[src/rtl/cbs_pkg.sv]
// Package: shared state encoding and elaboration-time helpers for the
// converter bring-up sequencer.
// Assumes: frequencies in Hz, delays in ns, products fit in 64 bits.
package cbs_pkg;

    localparam int WORD_W    = 16;
    localparam int MAX_WORDS = 16;

    typedef enum logic [2:0] {
        ST_IDLE      = 3'd0,
        ST_PWR_WAIT  = 3'd1,
        ST_RST_PULSE = 3'd2,
        ST_RST_GAP   = 3'd3,
        ST_SHIFT     = 3'd4,
        ST_DONE      = 3'd5
    } seq_state_t;

    // Whole clock cycles covering at least ns nanoseconds (rounded up, min 1).
    function automatic int ns_to_cycles(longint hz, longint ns);
        longint prod;
        longint cyc;
        prod = hz * ns;
        cyc  = (prod + 64'd999_999_999) / 64'd1_000_000_000;
        if (cyc < 1) cyc = 1;
        return int'(cyc);
    endfunction

    // Build one configuration word from a register address and a value.
    function automatic logic [WORD_W-1:0] pack_word(logic [3:0] addr, logic [11:0] value);
        return {addr, value};
    endfunction

endpackage

[src/rtl/cbs_delay_timer.sv]
// Module: single up-counter shared by all timed phases of the sequencer.
// expired pulses on the last cycle of a phase lasting `limit` cycles.
// Assumes: limit >= 1; restart is raised on every phase change.
module cbs_delay_timer #(
    parameter int CNT_W = 8
) (
    input  logic             clk,
    input  logic             rst_n,
    input  logic             run,
    input  logic             restart,
    input  logic [CNT_W-1:0] limit,
    output logic             expired
);

    logic [CNT_W-1:0] cnt;

    // Count cycles spent in the current timed phase.
    always_ff @(posedge clk) begin
        if (!rst_n) begin
            cnt <= '0;
        end else if (restart || !run) begin
            cnt <= '0;
        end else begin
            cnt <= cnt + CNT_W'(1);
        end
    end

    // Terminal count reached: this is the phase's last cycle.
    always_comb begin
        expired = run && (cnt == (limit - CNT_W'(1)));
    end

endmodule

[src/rtl/cbs_sclk_gen.sv]
// Module: serial clock phase counter. Each bit slot is DIV system cycles:
// first half high, second half low. Clock idles high when not running.
// Assumes: DIV is even and at least 2.
module cbs_sclk_gen #(
    parameter int DIV = 4
) (
    input  logic clk,
    input  logic rst_n,
    input  logic run,
    output logic sclk,
    output logic bit_end
);

    localparam int PH_W = (DIV > 2) ? $clog2(DIV) : 1;
    localparam int HALF = DIV / 2;

    logic [PH_W-1:0] ph;

    // Phase position within the current bit slot.
    always_ff @(posedge clk) begin
        if (!rst_n) begin
            ph <= '0;
        end else if (!run) begin
            ph <= '0;
        end else if (ph == PH_W'(DIV - 1)) begin
            ph <= '0;
        end else begin
            ph <= ph + PH_W'(1);
        end
    end

    // Clock level and end-of-slot strobe decoded from the phase.
    always_comb begin
        sclk    = !(run && (ph >= PH_W'(HALF)));
        bit_end = run && (ph == PH_W'(DIV - 1));
    end

endmodule

[src/rtl/cbs_word_shifter.sv]
// Module: holds the configuration list and shifts it out MSB first,
// word after word without gaps.
// Assumes: load and advance never coincide; 1 <= NUM_WORDS <= MAX_WORDS.
module cbs_word_shifter
    import cbs_pkg::*;
#(
    parameter int                            NUM_WORDS = 4,
    parameter logic [MAX_WORDS*WORD_W-1:0]   CFG_WORDS = '0
) (
    input  logic clk,
    input  logic rst_n,
    input  logic load,
    input  logic advance,
    output logic data_bit,
    output logic last_bit
);

    localparam int WI_W  = (NUM_WORDS > 1) ? $clog2(NUM_WORDS) : 1;
    localparam int TBL_N = 1 << WI_W;
    localparam int BC_W  = $clog2(WORD_W);

    logic [WORD_W-1:0] tbl [TBL_N];
    logic [WORD_W-1:0] sreg;
    logic [BC_W-1:0]   bc;
    logic [WI_W-1:0]   wi;
    logic [WI_W-1:0]   wi_next;
    logic              word_end;

    // Word table from the parameter; unused slots read as zero.
    for (genvar g = 0; g < TBL_N; g++) begin : g_tbl
        if (g < NUM_WORDS) begin : g_used
            assign tbl[g] = CFG_WORDS[WORD_W*g +: WORD_W];
        end else begin : g_pad
            assign tbl[g] = '0;
        end
    end

    // Position decode for the word and bit counters.
    always_comb begin
        wi_next  = wi + WI_W'(1);
        word_end = (bc == BC_W'(WORD_W - 1));
        last_bit = word_end && (wi == WI_W'(NUM_WORDS - 1));
        data_bit = sreg[WORD_W-1];
    end

    // Load the first word, then shift or fetch the next on each slot end.
    always_ff @(posedge clk) begin
        if (!rst_n) begin
            sreg <= '0;
            bc   <= '0;
            wi   <= '0;
        end else if (load) begin
            sreg <= tbl[0];
            bc   <= '0;
            wi   <= '0;
        end else if (advance) begin
            if (word_end) begin
                if (!last_bit) begin
                    sreg <= tbl[wi_next];
                    wi   <= wi_next;
                    bc   <= '0;
                end
            end else begin
                sreg <= {sreg[WORD_W-2:0], 1'b0};
                bc   <= bc + BC_W'(1);
            end
        end
    end

endmodule

[src/rtl/conv_bringup_seq.sv]
// Module: top of the converter bring-up sequencer. Phase controller that
// runs power-on wait, reset pulse, recovery gap and one serial burst.
// Assumes: SCLK_DIV even >= 2; NUM_WORDS in 1..16; start is synchronous.
module conv_bringup_seq
    import cbs_pkg::*;
#(
    parameter longint                        CLK_HZ    = 100_000_000,
    parameter longint                        PWR_ON_NS = 10_000_000,
    parameter longint                        RST_NS    = 2_000,
    parameter longint                        GAP_NS    = 2_000,
    parameter int                            SCLK_DIV  = 4,
    parameter int                            NUM_WORDS = 4,
    parameter logic [MAX_WORDS*WORD_W-1:0]   CFG_WORDS = {
        {(MAX_WORDS-4)*WORD_W{1'b0}},
        16'h3_0A0, 16'h2_155, 16'h1_800, 16'h0_001 }
) (
    input  logic clk,
    input  logic rst_n,
    input  logic start,
    output logic conv_reset,
    output logic cfg_cs_n,
    output logic cfg_sclk,
    output logic cfg_mosi,
    output logic done
);

    localparam int PWR_CYC = ns_to_cycles(CLK_HZ, PWR_ON_NS);
    localparam int RST_CYC = ns_to_cycles(CLK_HZ, RST_NS);
    localparam int GAP_CYC = ns_to_cycles(CLK_HZ, GAP_NS);
    localparam int MAX_A   = (PWR_CYC > RST_CYC) ? PWR_CYC : RST_CYC;
    localparam int MAX_CYC = (MAX_A > GAP_CYC) ? MAX_A : GAP_CYC;
    localparam int CNT_W   = $clog2(MAX_CYC + 1);

    seq_state_t       st, st_nx;
    logic [CNT_W-1:0] limit;
    logic             timed;
    logic             expired;
    logic             shifting;
    logic             sclk_i;
    logic             bit_end;
    logic             data_bit;
    logic             last_bit;
    logic             load_first;

    // Phase register.
    always_ff @(posedge clk) begin
        if (!rst_n) begin
            st <= ST_IDLE;
        end else begin
            st <= st_nx;
        end
    end

    // Phase transitions.
    always_comb begin
        st_nx = st;
        unique case (st)
            ST_IDLE:      if (start)               st_nx = ST_PWR_WAIT;
            ST_PWR_WAIT:  if (expired)             st_nx = ST_RST_PULSE;
            ST_RST_PULSE: if (expired)             st_nx = ST_RST_GAP;
            ST_RST_GAP:   if (expired)             st_nx = ST_SHIFT;
            ST_SHIFT:     if (bit_end && last_bit) st_nx = ST_DONE;
            ST_DONE:      if (start)               st_nx = ST_PWR_WAIT;
            default:                               st_nx = ST_IDLE;
        endcase
    end

    // Terminal count for the phase being timed.
    always_comb begin
        timed = 1'b1;
        case (st)
            ST_PWR_WAIT:  limit = CNT_W'(PWR_CYC);
            ST_RST_PULSE: limit = CNT_W'(RST_CYC);
            ST_RST_GAP:   limit = CNT_W'(GAP_CYC);
            default: begin
                limit = CNT_W'(1);
                timed = 1'b0;
            end
        endcase
    end

    cbs_delay_timer #(
        .CNT_W (CNT_W)
    ) u_timer (
        .clk     (clk),
        .rst_n   (rst_n),
        .run     (timed),
        .restart (st_nx != st),
        .limit   (limit),
        .expired (expired)
    );

    // Serial burst controls.
    always_comb begin
        shifting   = (st == ST_SHIFT);
        load_first = (st == ST_RST_GAP) && expired;
    end

    cbs_sclk_gen #(
        .DIV (SCLK_DIV)
    ) u_sclk (
        .clk     (clk),
        .rst_n   (rst_n),
        .run     (shifting),
        .sclk    (sclk_i),
        .bit_end (bit_end)
    );

    cbs_word_shifter #(
        .NUM_WORDS (NUM_WORDS),
        .CFG_WORDS (CFG_WORDS)
    ) u_shift (
        .clk      (clk),
        .rst_n    (rst_n),
        .load     (load_first),
        .advance  (bit_end),
        .data_bit (data_bit),
        .last_bit (last_bit)
    );

    // Output decode from registered phase and shifter state.
    always_comb begin
        conv_reset = (st == ST_RST_PULSE);
        cfg_cs_n   = !shifting;
        cfg_sclk   = sclk_i;
        cfg_mosi   = shifting && data_bit;
        done       = (st == ST_DONE);
    end

endmodule

[config.mk]
export PLATFORM = sky130hd
export DESIGN_NAME = conv_bringup_seq
export DESIGN_NICKNAME = d
export VERILOG_FILES = /design/src/rtl/cbs_pkg.sv /design/src/rtl/cbs_delay_timer.sv /design/src/rtl/cbs_sclk_gen.sv /design/src/rtl/cbs_word_shifter.sv /design/src/rtl/conv_bringup_seq.sv
export SDC_FILE = /design/constraint.sdc
export NUM_CORES = 1
export LEC_CHECK = 0
export BUFFER_PORTS_ARGS = -buffer_cell sky130_fd_sc_hd__buf_2
export CAP_MARGIN = 40
export CORE_MARGIN = 3
export CORE_UTILIZATION = 35
export CTS_BUF_LIST = sky130_fd_sc_hd__clkbuf_4 sky130_fd_sc_hd__clkbuf_8
export DETAILED_ROUTE_END_ITERATION = 8
export GPL_TIMING_DRIVEN = 0
export PLACE_DENSITY = 0.57
export SLEW_MARGIN = 20
export SYNTH_ARGS = -nofsm -noshare
export SYNTH_HDL_FRONTEND = slang
export SYNTH_SLANG_ARGS = --single-unit
[constraint.sdc]
create_clock -name clk -period 4.6 [get_ports clk]
set_clock_uncertainty 0.15 [all_clocks]
set_input_delay 0.69 -clock clk [delete_from_list [all_inputs] [get_ports clk]]
set_output_delay 0.69 -clock clk [all_outputs]
set_load 0.005 [all_outputs]
==> out/qor.yml, run 1 <==
clocking:
  cts_tree: "yes"
  htree_levels: 2
  cts_hold_buffers: 0
  clkLatencyLatePin_ns: 0.30
  post-cts-setup-buffers: 0
  clock-sinks: 47
  cts_resized: 0
  clockBufferDepth: 2
  cts_root_buffer: "clkbuf_8"
  clkSlewWorstSetupHoldPaths_ns: 0.09
  cts_buffers: 5
logic_synthesis:
  yosys.area.top_type_share_pct: 41.8
  synth_edf_count: 0
  ys_seq_area_share_pct: 41.8
  async_flop_share_pct: 0
  synth.distinct_cells: 43
  synth_seq_cells: 47
  ys.flop_type: "dfxtp_1"
  synth_top_cell_by_area: "dfxtp_1"
  syn_inst: 263
  yosysWarnings: 0
  syn_avg_cell_area_um2: 8.55
  synth_nets: 274
  synthTopCellsByArea: "dfxtp_1 42%, nor2_1 8.5%, xor2_1 4.7%"
  synthesis.area_um2: 2250
job:
  cap_violations: 0
pwr:
  comb_power_share_pct: 21.0
  p_switching_mw: 0.285
  p_leak_nw: 0.878
  powerDensity_nw_per_um2: 382
  swShare_pct: 30.0
  p_int_mw: 0.666
  power_frac_seq_pct: 45.9
  power_mw: 0.951
  peakVddDrop_v: 0.000321
  clockPowerShare_pct: 33.1
sta:
  timing.fmax_mhz: 402
  tightest_slew_ns: 0.738
  min_period_ns: 2.49
  timing.final.ws_setup_ns: 2.11
  final.setup.tns_ns: 0
  hold_ws_ns: 0.300
  hold_violations: 0
  maxSlewHeadroom_pct: 50.8
  finalMaxSlewViolations: 0
  period_share_pct: 54.0
  rsz0062_at_grt: "no"
  setup_viol: 0
worst_setup_path:
  critPathArrivalTime_ns: 1.65
  reg2reg_depth: 7
  path_buf_inv: 4
  crit_path_end_kind: "output port"
  cp_top_family: "buffers and inverters"
  reg2reg_to: "u_shift.sreg[5]"
  r2r_slack_ns: 2.29
  crit_start: "st[2]"
  max_stage_delay_ns: 0.38
  critPathLaunchType: "register"
  cp_slowest_cell: "clkbuf_1"
  critPathKind: "register to output port"
  cp.depth: 5
  path_max_fanout: 10
  cp_common_cell: "clkbuf_1"
  r2r_start: "st[2]"
  endpoint: "done"
  required_ns: 3.76
  path_cells: "clkbuf_1 > clkbuf_1 > nand3b_1 > inv_1 > buf_2"
detailed_routing:
  routedWlPerCell_um: 13.0
  routed-via-count: 1810
  drtPass1Iterations: 4
  first_iter_violations: 105
  drt_wl_total_um: 4580
  vias_per_cell: 5.14
  antenna_left: 0
  post-route-drc-count: 0
worst_hold_path:
  hp-class: "register to register"
global_routing:
  grt_pass1_vias: 1677
  antenna_found_initial: 0
  grt_max_degree: 17
  grt_overflow: 0
  grtUsageTotal_pct: 13.4
  grt_pass1_wl_um: 8150
layout:
  fin_nets: 287
  num_antenna_cells: 0
  syn2layout_area_growth_pct: 10.6
  drive_gt1_share_pct: 9.75
  fin_area_um2: 2490
placed_design:
  pre_cts_ws_ns: 2.28
  gp_congestion: 0.773
  dpl_cell_area_um2: 2370
  io_buffers: 6
  dp_hpwl_um: 3150
outcome:
  status: "completed"
floorplanning:
  ios: 8
  fp.coreArea_um2: 6060
  die_h_um: 86.2
  die_x_um: 86.2
  dieArea_um2: 7430
  initial_utilization_pct: 37.1
  placementRows: 28
## worst min path at each step
| stage | end | cells after the start | slack (ns) | startpoint |
|---|---|---|---|---|
| 2_1_floorplan | u_sclk.ph[0] | 1 | 0.27 | u_sclk.ph[0] |
| 3_3_place_gp | u_sclk.ph[0] | 1 | 0.28 | u_sclk.ph[0] |
| 3_5_place_dp | u_sclk.ph[0] | 1 | 0.29 | u_sclk.ph[0] |
| 4_1_cts | u_sclk.ph[0] | 1 | 0.30 | u_sclk.ph[0] |
| 5_1_grt | u_sclk.ph[0] | 1 | 0.32 | u_sclk.ph[0] |
| 6_report | u_sclk.ph[0] | 1 | 0.30 | u_sclk.ph[0] |
## power groups by stage
stage	logic, mW	registers [mW]	clock network, mW
after floorplan	0.161	0.442	0
after global placement	0.202	0.445	0
after detailed placement	0.202	0.446	0
after CTS	0.202	0.436	0.321
after global routing	0.226	0.438	0.340
final	0.200	0.436	0.315
## cells in the mapped netlist, types with 2 or more instances
cell type / n
a211oi_1: 8
a21oi_1: 10
a22oi_1: 7
and3_1: 9
buf_2: 2
buf_6: 2
clkbuf_1: 9
dfxtp_1: 47
ha_1: 8
inv_1: 7
mux2i_1: 2
nand2_1: 14
nand2b_1: 2
nand3_1: 12
nand3b_1: 3
nand4_1: 6
nand4b_1: 2
nor2_1: 51
nor3_1: 7
o211ai_1: 3
o21a_1: 2
o21ai_0: 8
o22ai_1: 5
xnor2_1: 7
xor2_1: 12
## layout by cell type (no fill, tap or decap), types with 6 or more instances in the layout
cell / instances
a211oi_1: 8
a21oi_1: 10
a22oi_1: 7
and3_1: 9
buf_2: 8
clkbuf_1: 9
dfxtp_1: 47
ha_1: 8
inv_1: 7
nand2_1: 14
nand3_1: 12
nand4_1: 6
nor2_1: 51
nor3_1: 7
o21ai_0: 8
xnor2_1: 7
xor2_1: 12
## worst reg2reg max path, cell delays in order (launching register included)
cell and delay (ns):
dfxtp_1 0.33, clkbuf_1 0.30, nand2b_1 0.19, a21oi_1 0.08, or4_4 0.53, o31ai_4 0.33
buf_6 0.20, a211oi_1 0.05
## registers in the layout, indices dropped and copies added (netlist names)
name / count
u_timer.cnt: 20
u_shift.sreg: 16
u_shift.wi: 2
st: 3
u_sclk.ph: 2
u_shift.bc: 4
## final cells by class
type	instances	area [um^2]
well taps	75	93.8
flip-flops and latches	47	941
repair buffers	6	30.0
fillers	617	3570
clock inverters	3	46.3
clock buffers	5	68.8
multi-input cells	195	1210
inverters	7	26.3
plain buffers	14	73.8
## cells by family after synthesis
logic type | count (synthesis) | synth area share, %
adders and majority gates | 8 | 4.45
muxes | 2 | 0.890
xor gates and xnor gates | 19 | 7.40
DFF | 47 | 41.8
AOI/OAI and AO/OA | 50 | 15.5
buffers and inverters | 21 | 4.45
and+or+nand+nor | 116 | 25.5
## through the flow
stage	util [%]	instances
after floorplan	-	263
after global placement	39.2	344
after detailed placement	39.2	344
after CTS	41.1	352
after global routing	41.1	352
final	41.1	352
## routing by layer
metal	global-route usage, %	vias up	part of all wire [%]
li1	-	947	-
met3	2.85	4	2.8
met1	21.0	836	55
met2	18.5	23	41
met4	3.40	0	0.94
met5	0	-	0
Power figures use the tool's default switching activity.
==> inputs of run 2 (changes only) <==
--- a/config.mk
+++ b/config.mk
@@ -5,6 +5,7 @@
 export SDC_FILE = /design/constraint.sdc
 export NUM_CORES = 1
 export LEC_CHECK = 0
+export ABC_AREA = 1
 export BUFFER_PORTS_ARGS = -buffer_cell sky130_fd_sc_hd__buf_2
 export CAP_MARGIN = 40
 export CORE_MARGIN = 3
==> constraint.sdc (replaced) <==
create_clock -name clk -period 2.45 [get_ports clk]
set_clock_uncertainty 0.15 [all_clocks]
set_input_delay 0.3675 -clock clk [delete_from_list [all_inputs] [get_ports clk]]
set_output_delay 0.3675 -clock clk [all_outputs]
set_load 0.005 [all_outputs]
==> out/qor.yml, run 2 <==
worst_setup_path:
  r2r_slack_ns: 0.44  # -1.85 ns
  critPathArrivalTime_ns: 2.05  # +0.40 ns
  r2r_start: "u_timer.cnt[0]"
  critPathKind: "register to register"
  crit_path_end_kind: "register"
  path_max_fanout: 4  # -6
  reg2reg_to: "u_timer.cnt[16]"
  reg2reg_depth: 8  # +1
  critPathLaunchType: "register"
  required_ns: 2.49  # -1.27 ns
clocking:
  clkLatencyLatePin_ns: 0.30  # about the same
  clock-sinks: 47  # unchanged
  htree_levels: 2  # unchanged
  clockBufferDepth: 2  # unchanged
  cts_resized: 0  # unchanged
  clkSlewWorstSetupHoldPaths_ns: 0.09  # about the same
  cts_tree: "yes"
  cts_root_buffer: "clkbuf_8"
  cts_hold_buffers: 0  # unchanged
  cts_buffers: 5  # unchanged
  post-cts-setup-buffers: 0  # unchanged
floorplanning:
  die_h_um: 92.4  # +7.3%
  placementRows: 30  # +7.1%
  dieArea_um2: 8540  # +15%
  ios: 8  # unchanged
  initial_utilization_pct: 37.3  # +0.14 points
  fp.coreArea_um2: 7020  # +16%
  die_x_um: 92.4  # +7.3%
layout:
  final_cell_mix: "92 x nand2_1, 47 x dfxtp_1, 37 x nor2_1"
  largest_reg_flops: 20  # unchanged
  num_antenna_cells: 0  # unchanged
  fin_area_um2: 2890  # +16%
  drive_gt1_share_pct: 18.5  # +8.7 points
  fin_util_pct: 41.1  # +0.062 points
  largest_registers: "u_timer.cnt x20, u_shift.sreg x16, u_shift.bc x4"
  multi_input_area_um2: 1450  # +20%
  seqCellArea_um2: 941  # unchanged
  layout_commonest_cell: "nand2_1"
  n_fill_cell: 746  # +21%
  finalNonFillerCells: 459  # +30%
  syn2layout_area_growth_pct: 10.4
  fin_nets: 373  # +30%
  regMostFlops: "u_timer.cnt"
pwr:
  p_int_mw: 1.32  # +98%
  swShare_pct: 35.2  # +5.2 points
  power_frac_seq_pct: 40.4  # -5.5 points
  p_leak_nw: 1.14  # +30%
  peakVddDrop_v: 0.000255  # -21%
  power_mw: 2.04  # +110%
  p_switching_mw: 0.717  # +150%
  comb_power_share_pct: 31.2  # +10 points
  clockPowerShare_pct: 28.4  # -4.7 points
  powerDensity_nw_per_um2: 706  # +85%
global_routing:
  grtUsageTotal_pct: 12.1  # -1.3 points
  grt_pass1_vias: 1838  # +9.6%
  antenna_found_initial: 0  # unchanged
  grt_overflow: 0  # unchanged
  grt_pass1_wl_um: 8420  # +3.4%
  grt_max_degree: 17  # unchanged
sta:
  hold_violations: 0  # unchanged
  finalMaxSlewViolations: 0  # unchanged
  min_period_ns: 2.01
  period_share_pct: 82.2
  final.setup.tns_ns: 0  # unchanged
  setup_viol: 0  # unchanged
  tightest_slew_ns: 0.499  # -0.239 ns
  rsz0062_at_grt: "no"
  timing.fmax_mhz: 496
  maxSlewHeadroom_pct: 66.6  # +16 points
detailed_routing:
  routed-via-count: 2078  # +15%
  antenna_left: 0  # unchanged
  vias_per_cell: 4.53  # -12%
  post-route-drc-count: 0  # unchanged
  routedWlPerCell_um: 10.4  # -20%
  drtPass1Iterations: 4  # unchanged
  first_iter_violations: 92  # -12%
  drt_wl_total_um: 4770  # +4.2%
worst_hold_path:
  holdPathStages: 3  # +2
  holdPathEnd: "st[0]"
  min_from: "rst_n"
  hp-class: "input port to register"
logic_synthesis:
  ys_seq_area_share_pct: 36.0  # -5.8 points
  syn_inst: 348  # +32%
  syn_avg_cell_area_um2: 7.51  # -12%
  synth_nets: 359  # +31%
  yosys.area.top_type_share_pct: 36.0  # -5.8 points
  synth_most_common_cell: "nand2_1"
  yosysWarnings: 0  # unchanged
  synthesis.area_um2: 2620  # +16%
  ys.flop_type: "dfxtp_1"
  synthTopCellsByArea: "dfxtp_1 36%, nand2_1 13%, nor2_4 9.0%"
  synth_seq_cells: 47  # unchanged
  synth_common_cells: "92 x nand2_1, 47 x dfxtp_1, 37 x nor2_1, 35 x inv_1, 21 x nor2_4"
  synth.distinct_cells: 33  # -23%
  async_flop_share_pct: 0  # unchanged
  synth_edf_count: 0  # unchanged
  synth_top_cell_by_area: "dfxtp_1"
job:
  cap_violations: 0  # unchanged
placed_design:
  dpl_cell_area_um2: 2770  # +17%
  gp_congestion: 0.820  # +6.1%
  dp.cells: 451  # +31%
  io_buffers: 7  # +1
  dp_hpwl_um: 3620  # +15%
outcome:
  status: "completed"
## run 2: final cells by class
cell class,count,share of cell area [%]
Buffer,7,2.21
Multi-Input combinational cell,252,50.2
Timing Repair Buffer,7,1.21
Sequential cell,47,32.6
Clock buffer,5,2.38
Inverter,42,5.55
Tap cell,96,4.16
Clock inverter,3,1.65
## run 2: critical path: stages (launching register included)
cell and delay (ns):
dfxtp_1 0.44, ha_1 0.26, nand2_1 0.10, nor2_2 0.18, nand4_1 0.16, nor2_2 0.20
nand4_1 0.12, xor2_1 0.24, nor2_4 0.05
## run 2: worst max path at each step
| stage | start | endpoint | slack (ns) | cells past startpoint |
|---|---|---|---|---|
| global placement | u_timer.cnt[0] | u_timer.cnt[16] | 0.45 | 8 |
| floorplan | u_timer.cnt[0] | u_timer.cnt[16] | 0.67 | 8 |
| detailed placement | u_timer.cnt[0] | u_timer.cnt[16] | 0.46 | 8 |
| finish | u_timer.cnt[0] | u_timer.cnt[16] | 0.44 | 8 |
| CTS | u_timer.cnt[0] | u_timer.cnt[16] | 0.41 | 8 |
| global route | u_timer.cnt[0] | u_timer.cnt[16] | 0.27 | 8 |
## run 2: power by group through the flow
stage / sequential, mW / clock, mW / combinational (mW)
final: 0.823 / 0.579 / 0.635
after global routing: 0.826 / 0.637 / 0.701
after CTS: 0.822 / 0.612 / 0.642
after detailed placement: 0.839 / 0 / 0.640
after global placement: 0.839 / 0 / 0.638
after floorplan: 0.834 / 0 / 0.544
## run 2: stage by stage
| step | hold slack, ns | setup slack [ns] |
|---|---|---|
| 2_1_floorplan | 0.267 | 0.667 |
| 3_3_place_gp | 0.285 | 0.454 |
| 3_5_place_dp | 0.292 | 0.460 |
| 4_1_cts | 0.158 | 0.409 |
| 5_1_grt | 0.174 | 0.271 |
| 6_report | 0.174 | 0.436 |
## run 2: cell families after synthesis
group / share of synthesized area [%]
XOR/XNOR: 6.36
AND/OR/NAND/NOR: 39.1
buffers and inverters: 8.56
flip-flops: 36.0
AO/OA/AOI/OAI: 6.12
adder cells (fa/ha/maj): 3.83
## run 2: routing by layer
| metal | routed length, um | vias to the layer above | track usage (%) |
|---|---|---|---|
| li1 | - | 1118 | - |
| met1 | 2590 | 932 | 17.5 |
| met2 | 2000 | 23 | 17.3 |
| met3 | 136 | 5 | 2.68 |
| met4 | 47 | 0 | 4.58 |
| met5 | 0 | - | 0 |
